--- config.mk ---
export PLATFORM = sky130hd
export DESIGN_NAME = dma_prio_arb
export DESIGN_NICKNAME = d
export VERILOG_FILES = /design/src/rtl/dma_arb_pkg.sv /design/src/rtl/dma_arb_pick.sv /design/src/rtl/dma_arb_ptr.sv /design/src/rtl/dma_arb_gnt.sv /design/src/rtl/dma_prio_arb.sv
export SDC_FILE = /design/constraint.sdc
export NUM_CORES = 1
export LEC_CHECK = 0
export ABC_AREA = 1
export ABC_CLOCK_PERIOD_IN_PS = 900
export BUFFER_PORTS_ARGS = -buffer_cell sky130_fd_sc_hd__buf_2
export CAP_MARGIN = 0
export CORE_ASPECT_RATIO = 0.7
export CORE_MARGIN = 2
export CORE_UTILIZATION = 50
export CTS_BUF_LIST = sky130_fd_sc_hd__clkbuf_4
export CTS_CLUSTER_DIAMETER = 100
export CTS_CLUSTER_SIZE = 40
export DETAILED_ROUTE_END_ITERATION = 8
export GPL_TIMING_DRIVEN = 0
export PLACE_DENSITY = 0.81
export REMOVE_ABC_BUFFERS = 1
export SYNTH_ARGS = -nofsm -noshare
export SYNTH_HDL_FRONTEND = slang
export SYNTH_SLANG_ARGS = --single-unit
--- constraint.sdc ---
create_clock -name clk -period 0.9 [get_ports clk]
set_clock_uncertainty 0.1 [all_clocks]
set_input_delay 0.135 -clock clk [delete_from_list [all_inputs] [get_ports clk]]
set_output_delay 0.135 -clock clk [all_outputs]
set_load 0.01 [all_outputs]
--- src/rtl/dma_arb_pkg.sv ---
package dma_arb_pkg;
  typedef enum logic {
    ARB_FIXED  = 1'b0,
    ARB_ROTATE = 1'b1
  } arb_mode_e;
endpackage

--- src/rtl/dma_arb_pick.sv ---
module dma_arb_pick #(
  parameter int NCH   = 4,
  parameter int IDX_W = $clog2(NCH)
) (
  input  logic [NCH-1:0]   req_i,
  input  logic [IDX_W-1:0] base_i,
  output logic             hit_o,
  output logic [NCH-1:0]   pick_oh_o,
  output logic [IDX_W-1:0] pick_idx_o
);
  // search upward from base_i, wrapping modulo NCH
  always_comb begin
    hit_o      = 1'b0;
    pick_oh_o  = '0;
    pick_idx_o = '0;
    for (int k = 0; k < NCH; k++) begin
      logic [IDX_W-1:0] cand;
      cand = IDX_W'((int'(base_i) + k) % NCH);
      if (!hit_o && req_i[cand]) begin
        hit_o           = 1'b1;
        pick_idx_o      = cand;
        pick_oh_o[cand] = 1'b1;
      end
    end
  end
endmodule

--- src/rtl/dma_arb_ptr.sv ---
module dma_arb_ptr #(
  parameter int NCH   = 4,
  parameter int IDX_W = $clog2(NCH)
) (
  input  logic             clk,
  input  logic             rst_n,
  input  logic             busy_i,
  input  logic             done_i,
  input  logic [IDX_W-1:0] served_idx_i,
  output logic [IDX_W-1:0] ptr_o
);
  logic [IDX_W-1:0] ptr_q, ptr_d;
  logic             ptr_en;

  assign ptr_en = busy_i && done_i;

  always_comb begin
    if (served_idx_i == IDX_W'(NCH - 1)) ptr_d = '0;
    else                                  ptr_d = served_idx_i + 1'b1;
  end

  always_ff @(posedge clk or negedge rst_n) begin
    if (!rst_n)      ptr_q <= '0;
    else if (ptr_en) ptr_q <= ptr_d;
  end

  assign ptr_o = ptr_q;

  p_ptr_hold_r7: assert property (@(posedge clk) disable iff (!rst_n)
    !(busy_i && done_i) |=> $stable(ptr_q));
  p_ptr_move_r2: assert property (@(posedge clk) disable iff (!rst_n)
    (busy_i && done_i) |=> (ptr_q != $past(served_idx_i)));
endmodule

--- src/rtl/dma_arb_gnt.sv ---
module dma_arb_gnt #(
  parameter int NCH   = 4,
  parameter int IDX_W = $clog2(NCH)
) (
  input  logic             clk,
  input  logic             rst_n,
  input  logic             hit_i,
  input  logic [NCH-1:0]   pick_oh_i,
  input  logic [IDX_W-1:0] pick_idx_i,
  input  logic             done_i,
  output logic [NCH-1:0]   gnt_o,
  output logic [IDX_W-1:0] idx_o,
  output logic             busy_o
);
  logic [NCH-1:0]   gnt_q, gnt_d;
  logic [IDX_W-1:0] idx_q, idx_d;
  logic             busy_q, busy_d;
  logic             ld_en;

  assign ld_en = busy_q ? done_i : hit_i;

  always_comb begin
    if (busy_q) begin
      gnt_d  = '0;
      idx_d  = '0;
      busy_d = 1'b0;
    end else begin
      gnt_d  = pick_oh_i;
      idx_d  = pick_idx_i;
      busy_d = 1'b1;
    end
  end

  always_ff @(posedge clk or negedge rst_n) begin
    if (!rst_n) begin
      gnt_q  <= '0;
      idx_q  <= '0;
      busy_q <= 1'b0;
    end else if (ld_en) begin
      gnt_q  <= gnt_d;
      idx_q  <= idx_d;
      busy_q <= busy_d;
    end
  end

  assign gnt_o  = gnt_q;
  assign idx_o  = idx_q;
  assign busy_o = busy_q;

  p_onehot_r10: assert property (@(posedge clk) disable iff (!rst_n)
    busy_q |-> ($onehot(gnt_q) && gnt_q[idx_q]));
  p_idle_zero_r4: assert property (@(posedge clk) disable iff (!rst_n)
    !busy_q |-> (gnt_q == '0 && idx_q == '0));
  p_hold_r3: assert property (@(posedge clk) disable iff (!rst_n)
    (busy_q && !done_i) |=> (busy_q && $stable(gnt_q) && $stable(idx_q)));
  p_clear_r4: assert property (@(posedge clk) disable iff (!rst_n)
    (busy_q && done_i) |=> !busy_q);
  p_idle_done_r9: assert property (@(posedge clk) disable iff (!rst_n)
    (!busy_q && !hit_i && done_i) |=> !busy_q);
endmodule

--- src/rtl/dma_prio_arb.sv ---
module dma_prio_arb #(
  parameter int NCH   = 4,
  parameter int IDX_W = $clog2(NCH)
) (
  input  logic             clk,
  input  logic             rst_n,
  input  logic [NCH-1:0]   req_i,
  input  logic             rotate_i,
  input  logic             done_i,
  output logic [NCH-1:0]   grant_o,
  output logic             busy_o,
  output logic [IDX_W-1:0] grant_idx_o
);
  import dma_arb_pkg::*;

  logic [1:0]       rst_sync_q;
  logic             rst_int_n;
  arb_mode_e        mode;
  logic [IDX_W-1:0] ptr, base;
  logic             hit;
  logic [NCH-1:0]   pick_oh;
  logic [IDX_W-1:0] pick_idx;

  // asynchronous assert, synchronous release
  always_ff @(posedge clk or negedge rst_n) begin
    if (!rst_n) rst_sync_q <= 2'b00;
    else        rst_sync_q <= {rst_sync_q[0], 1'b1};
  end
  assign rst_int_n = rst_sync_q[1];

  assign mode = rotate_i ? ARB_ROTATE : ARB_FIXED;
  assign base = (mode == ARB_ROTATE) ? ptr : '0;

  dma_arb_pick #(.NCH(NCH), .IDX_W(IDX_W)) u_pick (
    .req_i      (req_i),
    .base_i     (base),
    .hit_o      (hit),
    .pick_oh_o  (pick_oh),
    .pick_idx_o (pick_idx)
  );

  dma_arb_gnt #(.NCH(NCH), .IDX_W(IDX_W)) u_gnt (
    .clk        (clk),
    .rst_n      (rst_int_n),
    .hit_i      (hit),
    .pick_oh_i  (pick_oh),
    .pick_idx_i (pick_idx),
    .done_i     (done_i),
    .gnt_o      (grant_o),
    .idx_o      (grant_idx_o),
    .busy_o     (busy_o)
  );

  dma_arb_ptr #(.NCH(NCH), .IDX_W(IDX_W)) u_ptr (
    .clk          (clk),
    .rst_n        (rst_int_n),
    .busy_i       (busy_o),
    .done_i       (done_i),
    .served_idx_i (grant_idx_o),
    .ptr_o        (ptr)
  );

  p_grant_req_r10: assert property (@(posedge clk) disable iff (!rst_int_n)
    (!busy_o && req_i != '0) |=> (busy_o && (grant_o & ~$past(req_i)) == '0));
  p_fixed_r1: assert property (@(posedge clk) disable iff (!rst_int_n)
    (!busy_o && !rotate_i && req_i != '0) |=>
      (grant_o == ($past(req_i) & (~$past(req_i) + 1'b1))));
  p_rot_r2: assert property (@(posedge clk) disable iff (!rst_int_n)
    (!busy_o && rotate_i && req_i[ptr]) |=> (grant_idx_o == $past(ptr)));
endmodule

==> metrics.csv, run 1 <==
metric,value,unit
Antenna diodes,0,
Critical Path Sink,u_gnt.gnt_o[0],
violated checks,negative setup slack,
origin of the critical flop-to-flop path,u_ptr.ptr_o[0],
CP startpoint,u_ptr.ptr_o[0],
# nets final,212,
Cell variety after synth,21,
vias,1458,
maximum fanout along the worst path,6,
drt first pass iters,8,
Commonest cells post-synth,"55 x nand2_1, 31 x nand3_1, 15 x inv_1",
Buffers on Ports,14,
worst-skew pair later-pin latency,290,ps
max-cap viol count,0,
status,"complete, but fails checks",
WP data required,1010,ps
DR WL/cell,20.2,um
HP Class,reg -> async,
WP data arrival,2070,ps
reg2reg end,u_gnt.gnt_o[0],
Synth async-reset ratio,1.00,
final setup margin,-1060,ps
Die Ht,41.5,um
Tmin final,1960,ps
startpoint type of the worst setup path,register,
Final HPWL DP,1910,um
row cnt,13,
multi-input logic area,908,sq um
global-route usage over all layers,0.252,
number of global-route vias before repair,1063,
Netlist Area Pre-Place,1000,sq um
ys flop type,dfrtp_1,
final weighted congestion in routability-driven placement,0.967,
Final Hold Viols,0,
Post-Synth Simple-Gate Area,0.574,
Place WS,-1170,ps
Finish-stage setup viols,16,
Initial DRC Count,178,
Critical Path Sink Type,register,
Yosys top cell by area,dfrtp_1,
Fmax,511,MHz
Least-Margin Pin Slew,527,ps
GRT Residual Overflow,0,
DRC,0,
placed inst area,1070,sq um
Slew HR,0.649,
r2r worst-path depth,12,
Post-Syn Instances,157,
fillers,75,
Worst VDD drop,2.87,mV
cell leakage power,0.000878,uW
final hold slack,50.4,ps
I/O pin cnt,15,
largest net degree at the start of global routing,14,
Post-Route WL,4540,um
"Design Area, Final",1620,sq um
area fraction in compound gates after synthesis,0.0461,
Worst Setup Path Type,reg -> reg,
Post-Place Cells,190,
DIE AREA,2390,sq um
Syn Area/Cell,6.40,sq um
first-pass GRT wire length,4820,um
largest family of logic cells by synthesized area,simple AND/OR/NAND/NOR gates,
Via density,6.51,
CTS max path bufs,2,
Die X-Extent,57.6,um
"Seq/Total Area, Yosys",0.274,
CTS tree,yes,
Pwr Density,3410,nW/um^2
adder and majority gate portion of the synthesized area,0.0125,
Synth Area in XOR/XNOR,0,
H-tree depth,1,
core area,1870,sq um
"count leader, synth",nand2_1,
"flops & latches, synth",11,
fin cells,224,
R2R Setup Slk,-1060,ps
clock-pin slew on the worst setup and hold paths,80,ps
YS warnings,0,
initial antenna violation count,0,
area grow syn2layout,60.9,%
"EDFF count, synth",0,
fin. max-slew vios,0,
DRT antenna net count,0,
register area,278,sq um
layout cells sized above 1,0.480,
Clock Root Buffer,clkbuf_4,
Final Cycle Share,2.18,
Synth top area share,0.274,
unrepaired setup endpoints after global routing,true,
Initial Util,0.537,
post-synthesis mux area share,0,
total CTS buffers,3,
synth top area cells,"dfrtp_1 27%, nand2_1 21%, nand3_1 15%, nand2_2 6.2%, inv_1 5.6%",
clk sink count,11,
-- how the worst min path moves through the flow --
stage,startpoint,to,slack [ps],depth (start not counted)
finish,rst_sync_q[1],u_gnt.idx_o[0],50,0
detailed placement,rst_n,rst_sync_q[0],-170,1
global placement,rst_n,rst_sync_q[1],-180,1
floorplan,rst_n,rst_sync_q[0],-260,0
global route,rst_sync_q[1],u_gnt.idx_o[0],90,0
CTS,rst_sync_q[1],u_gnt.idx_o[0],60,0
-- stage by stage --
step	total power (uW)	utilization	setup TNS (ps)
CTS	4050	0.700	-6620
detailed placement	2990	0.573	-8220
global placement	2910	0.573	-7670
global route	5730	0.864	-9030
finish	5510	0.864	-8460
floorplan	2460	-	-6010
-- flip-flops by register name, summed over array words and instances, names as in the netlist --
register and count:
u_gnt.idx_o 2, u_gnt.busy_o 1, rst_sync_q 2, u_ptr.ptr_o 2
u_gnt.gnt_o 4
-- logic make-up after synthesis --
family / after synthesis
simple gates: 118
buf+inv: 19
flops: 11
compound gates: 7
fa+ha+maj: 1
other cells: 1
-- power by group --
part           internal [uW]  switching [uW]  total [uW]
combinational           1690            2520        4210
sequential               668             246         915
clock                    203             185         387
-- layout by cell type, fill, tap and decap left out, types with 2 or more instances in the layout --
| cell | instances |
|---|---|
| inv_1 | 13 |
| nand2_2 | 7 |
| nand3_2 | 13 |
| buf_6 | 4 |
| nand3_4 | 6 |
| dfrtp_1 | 9 |
| buf_4 | 21 |
| nor3_2 | 2 |
| nand4_1 | 4 |
| nand2_8 | 2 |
| buf_2 | 14 |
| dfrtp_2 | 2 |
| clkbuf_4 | 4 |
| o211ai_1 | 3 |
| inv_2 | 3 |
| nand3_1 | 15 |
| dlygate4sd3_1 | 2 |
| nor2_1 | 8 |
| nand2_1 | 47 |
| nand2_4 | 14 |
-- area by class of cell --
type | count | share of cell area
clock buffers | 4 | 0.0186
inverters | 16 | 0.0372
multi-input cells | 129 | 0.562
flip-flops and latches | 11 | 0.172
well taps | 22 | 0.0170
repair buffers | 42 | 0.193
-- critical path, cell delays in order, from the launching register on --
cell and delay, ps:
dfrtp_2 500, inv_1 100, nand3_2 170, nand2_4 170, buf_4 120, nand2_1 70
nand2_2 100, nand3_2 110, nor2_1 150, nor2_1 80, nand2_1 80, nand2_1 60
nand2_1 80
-- repair_timing --
item	4_1_cts	5_1_grt
gates resized for setup	17	43
pin swaps	8	20
hold endpoints to repair	3	0
cloned	1	1
hold buffers	2	0
setup buffers	13	13
setup endpoints to repair	16	16
-- per-layer routing --
layer  global-route usage  vias to the layer above  wire [um]  part of all wire
met3               0.0498                       38        635              0.14
met4               0.0326                        0        291             0.064
li1                     -                      607          -                 -
met2                0.386                      155       1960              0.43
met5                    0                        -          0                 0
met1                0.376                      658       1650              0.36
No activity file was read; power rests on OpenSTA's default activity.
==> run 2: changes to the inputs <==
==> constraint.sdc (replaced) <==
create_clock -name clk -period 0.9 [get_ports clk]
set_clock_uncertainty 0.1 [all_clocks]
set_input_delay 0 -clock clk [delete_from_list [all_inputs] [get_ports clk]]
set_output_delay 0 -clock clk [all_outputs]
set_load 0.01 [all_outputs]
==> run 2 against run 1 <==
Net effect: sequential power shrank 0.4%; clock power grew 2%; setup slack gained 130 ps; clock-buffer cell count is the same; the flow still finishes with violations (negative setup slack); first-iteration DRC count shrank 7.3%; die area is the same; utilization grew 1.1 points; critical path depth shrank 1; worst hold slack gained 13 ps; cell count shrank 0.45%.
==> metrics.csv, run 2 (synthesized netlist as in run 1, its figures left out) <==
metric,value,unit,change
final hold slack,63.9,ps,+13.5 ps
status,"complete, but fails checks",,
metal3 WL,649,um,+2.2%
Met2 Routed Length,1900,um,-3.0%
Fmax,548,MHz,+7.4%
DR WL/cell,19.6,um,-3.1%
drt first pass iters,8,,unchanged
Top Layer Used,met4,,
maximum fanout along the worst path,8,,+2
H-tree depth,1,,unchanged
Tmin final,1820,ps,-135 ps
vias,1438,,-1.4%
first-pass GRT wire length,5140,um,+6.6%
Switch Pwr,2980,uW,+0.66%
total CTS buffers,3,,unchanged
layout cells sized above 1,0.478,,-0.00259
Initial Util,0.537,,unchanged
initial antenna violation count,0,,unchanged
largest net degree at the start of global routing,14,,unchanged
Clock Root Buffer,clkbuf_4,,
Final Cycle Share,2.03,,-0.149
Via density,6.45,,-0.93%
number of global-route vias before repair,1117,,+5.1%
GRT Residual Overflow,0,,unchanged
Finish-stage setup viols,16,,unchanged
Post-Route WL,4370,um,-3.6%
final weighted congestion in routability-driven placement,0.967,,unchanged
fin cells,223,,-0.45%
I/O pin cnt,15,,unchanged
cell leakage power,0.000876,uW,-0.27%
Pwr Density,3380,nW/um^2,-0.85%
row cnt,13,,unchanged
area grow syn2layout,63.0,%,
Die X-Extent,57.6,um,unchanged
Post-Place Cells,190,,unchanged
unrepaired setup endpoints after global routing,true,,
clock-pin slew on the worst setup and hold paths,80,ps,about the same
DRT met1 WL,1580,um,-4.3%
Antenna diodes,0,,unchanged
global-route usage over all layers,0.268,,+0.0165
Buffers on Ports,14,,unchanged
max-cap viol count,0,,unchanged
net switching share of the total power,0.537,,+0.00110
Clock Power Share,0.071,,about the same
clk sink count,11,,unchanged
startpoint type of the worst setup path,register,,
DRT antenna net count,0,,unchanged
# nets final,211,,-0.47%
cell-internal power,2560,uW,+0.22%
CTS tree,yes,,
Die Ht,41.5,um,unchanged
"commonest non-fill, non-tap cell in the layout",nand2_1,,
DIE AREA,2390,sq um,unchanged
Worst Setup Path Type,reg -> reg,,
Comb power frac,0.765,,about the same
WP data arrival,1950,ps,-120 ps
core area,1870,sq um,unchanged
Place WS,-1170,ps,unchanged
Worst VDD drop,2.98,mV,+4.0%
DRC,0,,unchanged
violated checks,negative setup slack,,
Final Hold Viols,0,,unchanged
Critical Path Sink Type,register,,
fin. max-slew vios,0,,unchanged
Power Total,5540,uW,+0.46%
HP Class,reg -> async,,
Largest register FFs,4,,unchanged
Flop pwr share,0.164,,-0.002
WP data required,1030,ps,+20 ps
most frequent cells in the layout,"45 x nand2_1, 18 x buf_4, 16 x nand3_1",,
final setup margin,-924,ps,+135 ps
CTS max path bufs,2,,unchanged
final core area utilization,0.876,,+0.0114
Initial DRC Count,165,,-7.3%
worst-skew pair later-pin latency,290,ps,about the same
Final HPWL DP,1910,um,unchanged
-- run 2: changes by cell type in the layout (fill, tap and decap cells not counted), sizes merged --
cell,previous run,this run
dlygate4sd3,2,3
buf,40,38
-- run 2: per-stage QoR --
stage | TNS (ps) | instance area [sq um]
after floorplan | -6010 | 975
after global placement | -7670 | 1070
after detailed placement | -8220 | 1070
after CTS | -5870 | 1350
after global routing | -7980 | 1640
final | -7240 | 1640
-- run 2: path summary, 6_finish.rpt --
check	startpoint	endpoint	slack [ps]	depth (start not counted)
worst min-delay path	rst_sync_q[1]	u_gnt.idx_o[0]	60	0
max in group asynchronous	rst_n	rst_sync_q[1]	40	3
worst max-delay path	u_ptr.ptr_o[0]	u_gnt.idx_o[0]	-920	11
worst min register to register	rst_sync_q[1]	u_gnt.idx_o[0]	60	0
min in group clk	rst_sync_q[0]	rst_sync_q[1]	280	0
worst max register to register	u_ptr.ptr_o[0]	u_gnt.idx_o[0]	-920	11
-- run 2: area by class of cell --
class / instances / area (sq um)
sequential: 11 / 278
clock buffer: 4 / 30.0
tap: 22 / 27.5
multi-input combinational: 129 / 918
timing repair buffer: 41 / 324
fill: 79 / 233
inverter: 16 / 60.1
-- run 2: critical path, cell delays in order (launching register included) --
cell	delay, ps
dfrtp_2	500
buf_12	170
nand3_2	120
nand2_1	110
nand2_1	80
nand2_1	150
nand3_4	110
inv_2	90
nand2_1	70
nand3_1	130
nand2_1	60
nand2_1	70
-- run 2: timing repair --
item | in CTS | in global routing
endpoints found under the setup margin | 14 | 16
pin swaps | 8 | 18
gates resized for setup | 21 | 43
endpoints found under the hold margin | 6 | 0
hold buffers | 3 | 0
setup buffers | 15 | 9
cloned | 1 | 1
-- run 2: routing by layer --
metal / vias up / track usage
met5: - / 0
met4: 0 / 0.0326
met3: 47 / 0.0498
met2: 148 / 0.427
met1: 638 / 0.389
li1: 605 / -
-- run 2: power by group through the flow --
| stage | Sequential (uW) | Clock (uW) | Combinational [uW] |
|---|---|---|---|
| 2_1_floorplan | 882 | 0 | 1580 |
| 3_3_place_gp | 848 | 0 | 2060 |
| 3_5_place_dp | 868 | 0 | 2120 |
| 4_1_cts | 818 | 377 | 2990 |
| 5_1_grt | 925 | 426 | 4430 |
| 6_report | 911 | 393 | 4230 |
==> run 3: changes to the inputs <==
==> constraint.sdc (replaced) <==
create_clock -name clk -period 0.9 [get_ports clk]
set_clock_uncertainty 0.1 [all_clocks]
set_input_delay 0.18 -clock clk [delete_from_list [all_inputs] [get_ports clk]]
set_output_delay 0.18 -clock clk [all_outputs]
set_load 0.01 [all_outputs]
==> run 3 against run 2 <==
Net effect: the run still ends with negative setup slack left; via count decreased by 14%; die area unchanged; register-to-register slack improved by 50 ps; critical path type unchanged; setup slack improved by 50 ps; critical endpoint is now u_gnt.gnt_o[0]; largest power group unchanged; fmax increased by 2.8%; critical path depth unchanged; non-clock buffer count decreased by 8.
==> metrics.csv, run 3 (synthesized netlist as in run 1, its figures left out) <==
metric,value,unit,change
status,"complete, but fails checks",,
violated checks,negative setup slack,,
Final Cycle Share,1.97,,-0.0555
startpoint type of the worst setup path,register,,
row cnt,13,,unchanged
Worst path slowest cell,dfrtp_2,,
Worst VDD drop,2.32,mV,-22%
WP data required,1010,ps,-20 ps
HP Start,done_i,,
Pwr Density,3220,nW/um^2,-4.6%
Largest register FFs,4,,unchanged
# nets final,202,,-4.3%
final weighted congestion in routability-driven placement,0.967,,unchanged
placed inst area,1070,sq um,unchanged
Levels on crit path,11,,unchanged
total CTS buffers,3,,unchanged
clock-pin slew on the worst setup and hold paths,70,ps,about the same
HP Class,in -> reg,,
final setup margin,-874,ps,+50.0 ps
Die Ht,41.5,um,unchanged
hold depth,2,,
DRC,0,,unchanged
Comb power frac,0.722,,-0.043
"Design Area, Final",1400,sq um,-15%
r2r worst-path depth,11,,unchanged
vias,1237,,-14%
Flop pwr share,0.195,,+0.031
DR WL/cell,15.0,um,-24%
core area,1870,sq um,unchanged
I/O pin cnt,15,,unchanged
global-route usage over all layers,0.251,,-0.0167
clk sink count,11,,unchanged
multi-input logic area,766,sq um,-17%
Critical Path Sink Type,register,,
Post-Route WL,3210,um,-27%
Buffers on Ports,14,,unchanged
WP data arrival,1890,ps,-60 ps
fillers,131,,+66%
fin. max-slew vios,0,,unchanged
CP peak stage delay,470,ps,-30 ps
Tmin final,1770,ps,-50.0 ps
Switch Pwr,2340,uW,-21%
worst-skew pair later-pin latency,280,ps,about the same
Final HPWL DP,1910,um,unchanged
hold endpoint,u_gnt.busy_o,,
CP cell instances,buf_4 -> nand3_1 -> nand2_2 -> nand2_2 -> nand2_4 -> nor2_8 -> buf_4 -> nand4_1 -> nand2_1 -> nand2_1 -> nand2_1,,
first-pass GRT wire length,4820,um,-6.3%
initial antenna violation count,0,,unchanged
drt first pass iters,4,,-4
cell leakage power,0.000790,uW,-9.8%
area grow syn2layout,39.4,%,
Antenna diodes,0,,unchanged
most frequent cells in the layout,"50 x nand2_1, 24 x nand3_1, 16 x buf_4",,
Clock Root Buffer,clkbuf_4,,
unrepaired setup endpoints after global routing,true,,
CTS max path bufs,2,,unchanged
Fmax,564,MHz,+2.8%
"commonest non-fill, non-tap cell in the layout",nand2_1,,
origin of the critical flop-to-flop path,u_ptr.ptr_o[0],,
R2R Setup Slk,-870,ps,+50 ps
Worst Setup Path Type,reg -> reg,,
register area,279,sq um,+0.45%
largest net degree at the start of global routing,14,,unchanged
Via density,5.78,,-10%
Finish-stage setup viols,16,,unchanged
reg2reg end,u_gnt.gnt_o[0],,
maximum fanout along the worst path,6,,-2
Final Hold Viols,0,,unchanged
Buffers & Inverters on Critical Path,2,,unchanged
Initial Util,0.537,,unchanged
Die X-Extent,57.6,um,unchanged
number of global-route vias before repair,1067,,-4.5%
max-cap viol count,0,,unchanged
cell-internal power,2170,uW,-15%
Clock Power Share,0.084,,+0.013
Power Total,4510,uW,-18%
net switching share of the total power,0.519,,-0.0184
GRT Residual Overflow,0,,unchanged
DRT antenna net count,0,,unchanged
Initial DRC Count,64,,-61%
H-tree depth,1,,unchanged
CTS tree,yes,,
critical path's top delay family,simple AND/OR/NAND/NOR gates,,
Crit path top cell by count,nand2_1,,
DIE AREA,2390,sq um,unchanged
layout cells sized above 1,0.385,,-0.0922
## run 3: area by class of cell
class / count / area share
multi-input cells: 128 / 0.547
flip-flops and latches: 11 / 0.199
clock buffers: 4 / 0.0214
repair buffers: 33 / 0.170
well taps: 22 / 0.0197
inverters: 16 / 0.0429
## run 3: worst max path at each step
stage / start / endpoint / slack [ps]
2_1_floorplan: u_ptr.ptr_o[0] / u_gnt.idx_o[0] / -860
3_3_place_gp: u_ptr.ptr_o[0] / u_gnt.idx_o[1] / -1100
3_5_place_dp: u_ptr.ptr_o[0] / u_gnt.idx_o[1] / -1170
4_1_cts: u_ptr.ptr_o[0] / u_gnt.gnt_o[0] / -780
5_1_grt: u_ptr.ptr_o[0] / u_gnt.idx_o[1] / -950
6_report: u_ptr.ptr_o[0] / u_gnt.gnt_o[0] / -870
## run 3: worst reg2reg max path: stages, from the launching register on
cell and delay [ps]:
dfrtp_2 470, buf_4 170, nand3_1 100, nand2_2 90
nand2_2 80, nand2_4 90, nor2_8 160, buf_4 150
nand4_1 100, nand2_1 90, nand2_1 50, nand2_1 70
## run 3: power groups by stage
stage | logic (uW) | clock network [uW] | registers, uW
floorplan | 1580 | 0 | 882
global placement | 2060 | 0 | 848
detailed placement | 2120 | 0 | 868
CTS | 2840 | 377 | 829
global route | 3540 | 411 | 903
finish | 3260 | 379 | 878
## run 3: per-stage QoR
stage          hold WS (ps)  TNS, ps   util  std cells  worst slack, ps
2_1_floorplan          -216    -6010      -        154             -856
3_3_place_gp           -135    -7670  0.573        190            -1100
3_5_place_dp           -127    -8220  0.573        190            -1170
4_1_cts                31.5    -6930  0.694        209             -782
5_1_grt                35.2    -8350  0.748        214             -950
6_report               32.1    -7370  0.748        214             -874
## run 3: repair_timing
action                                  CTS  global route
hold buffers                              1             0
pin swaps                                 8             4
cloned                                    1             0
hold endpoints to repair                  2             0
resized for setup                        17            14
buffers inserted                         13             5
endpoints found under the setup margin   16            16
## run 3: metal layers
layer | global-route usage | vias up | part of all wire
met4 | 0.0419 | 0 | 0.021
met3 | 0.0530 | 11 | 0.083
met5 | 0 | - | 0
met1 | 0.371 | 568 | 0.42
met2 | 0.384 | 71 | 0.47
li1 | - | 587 | -
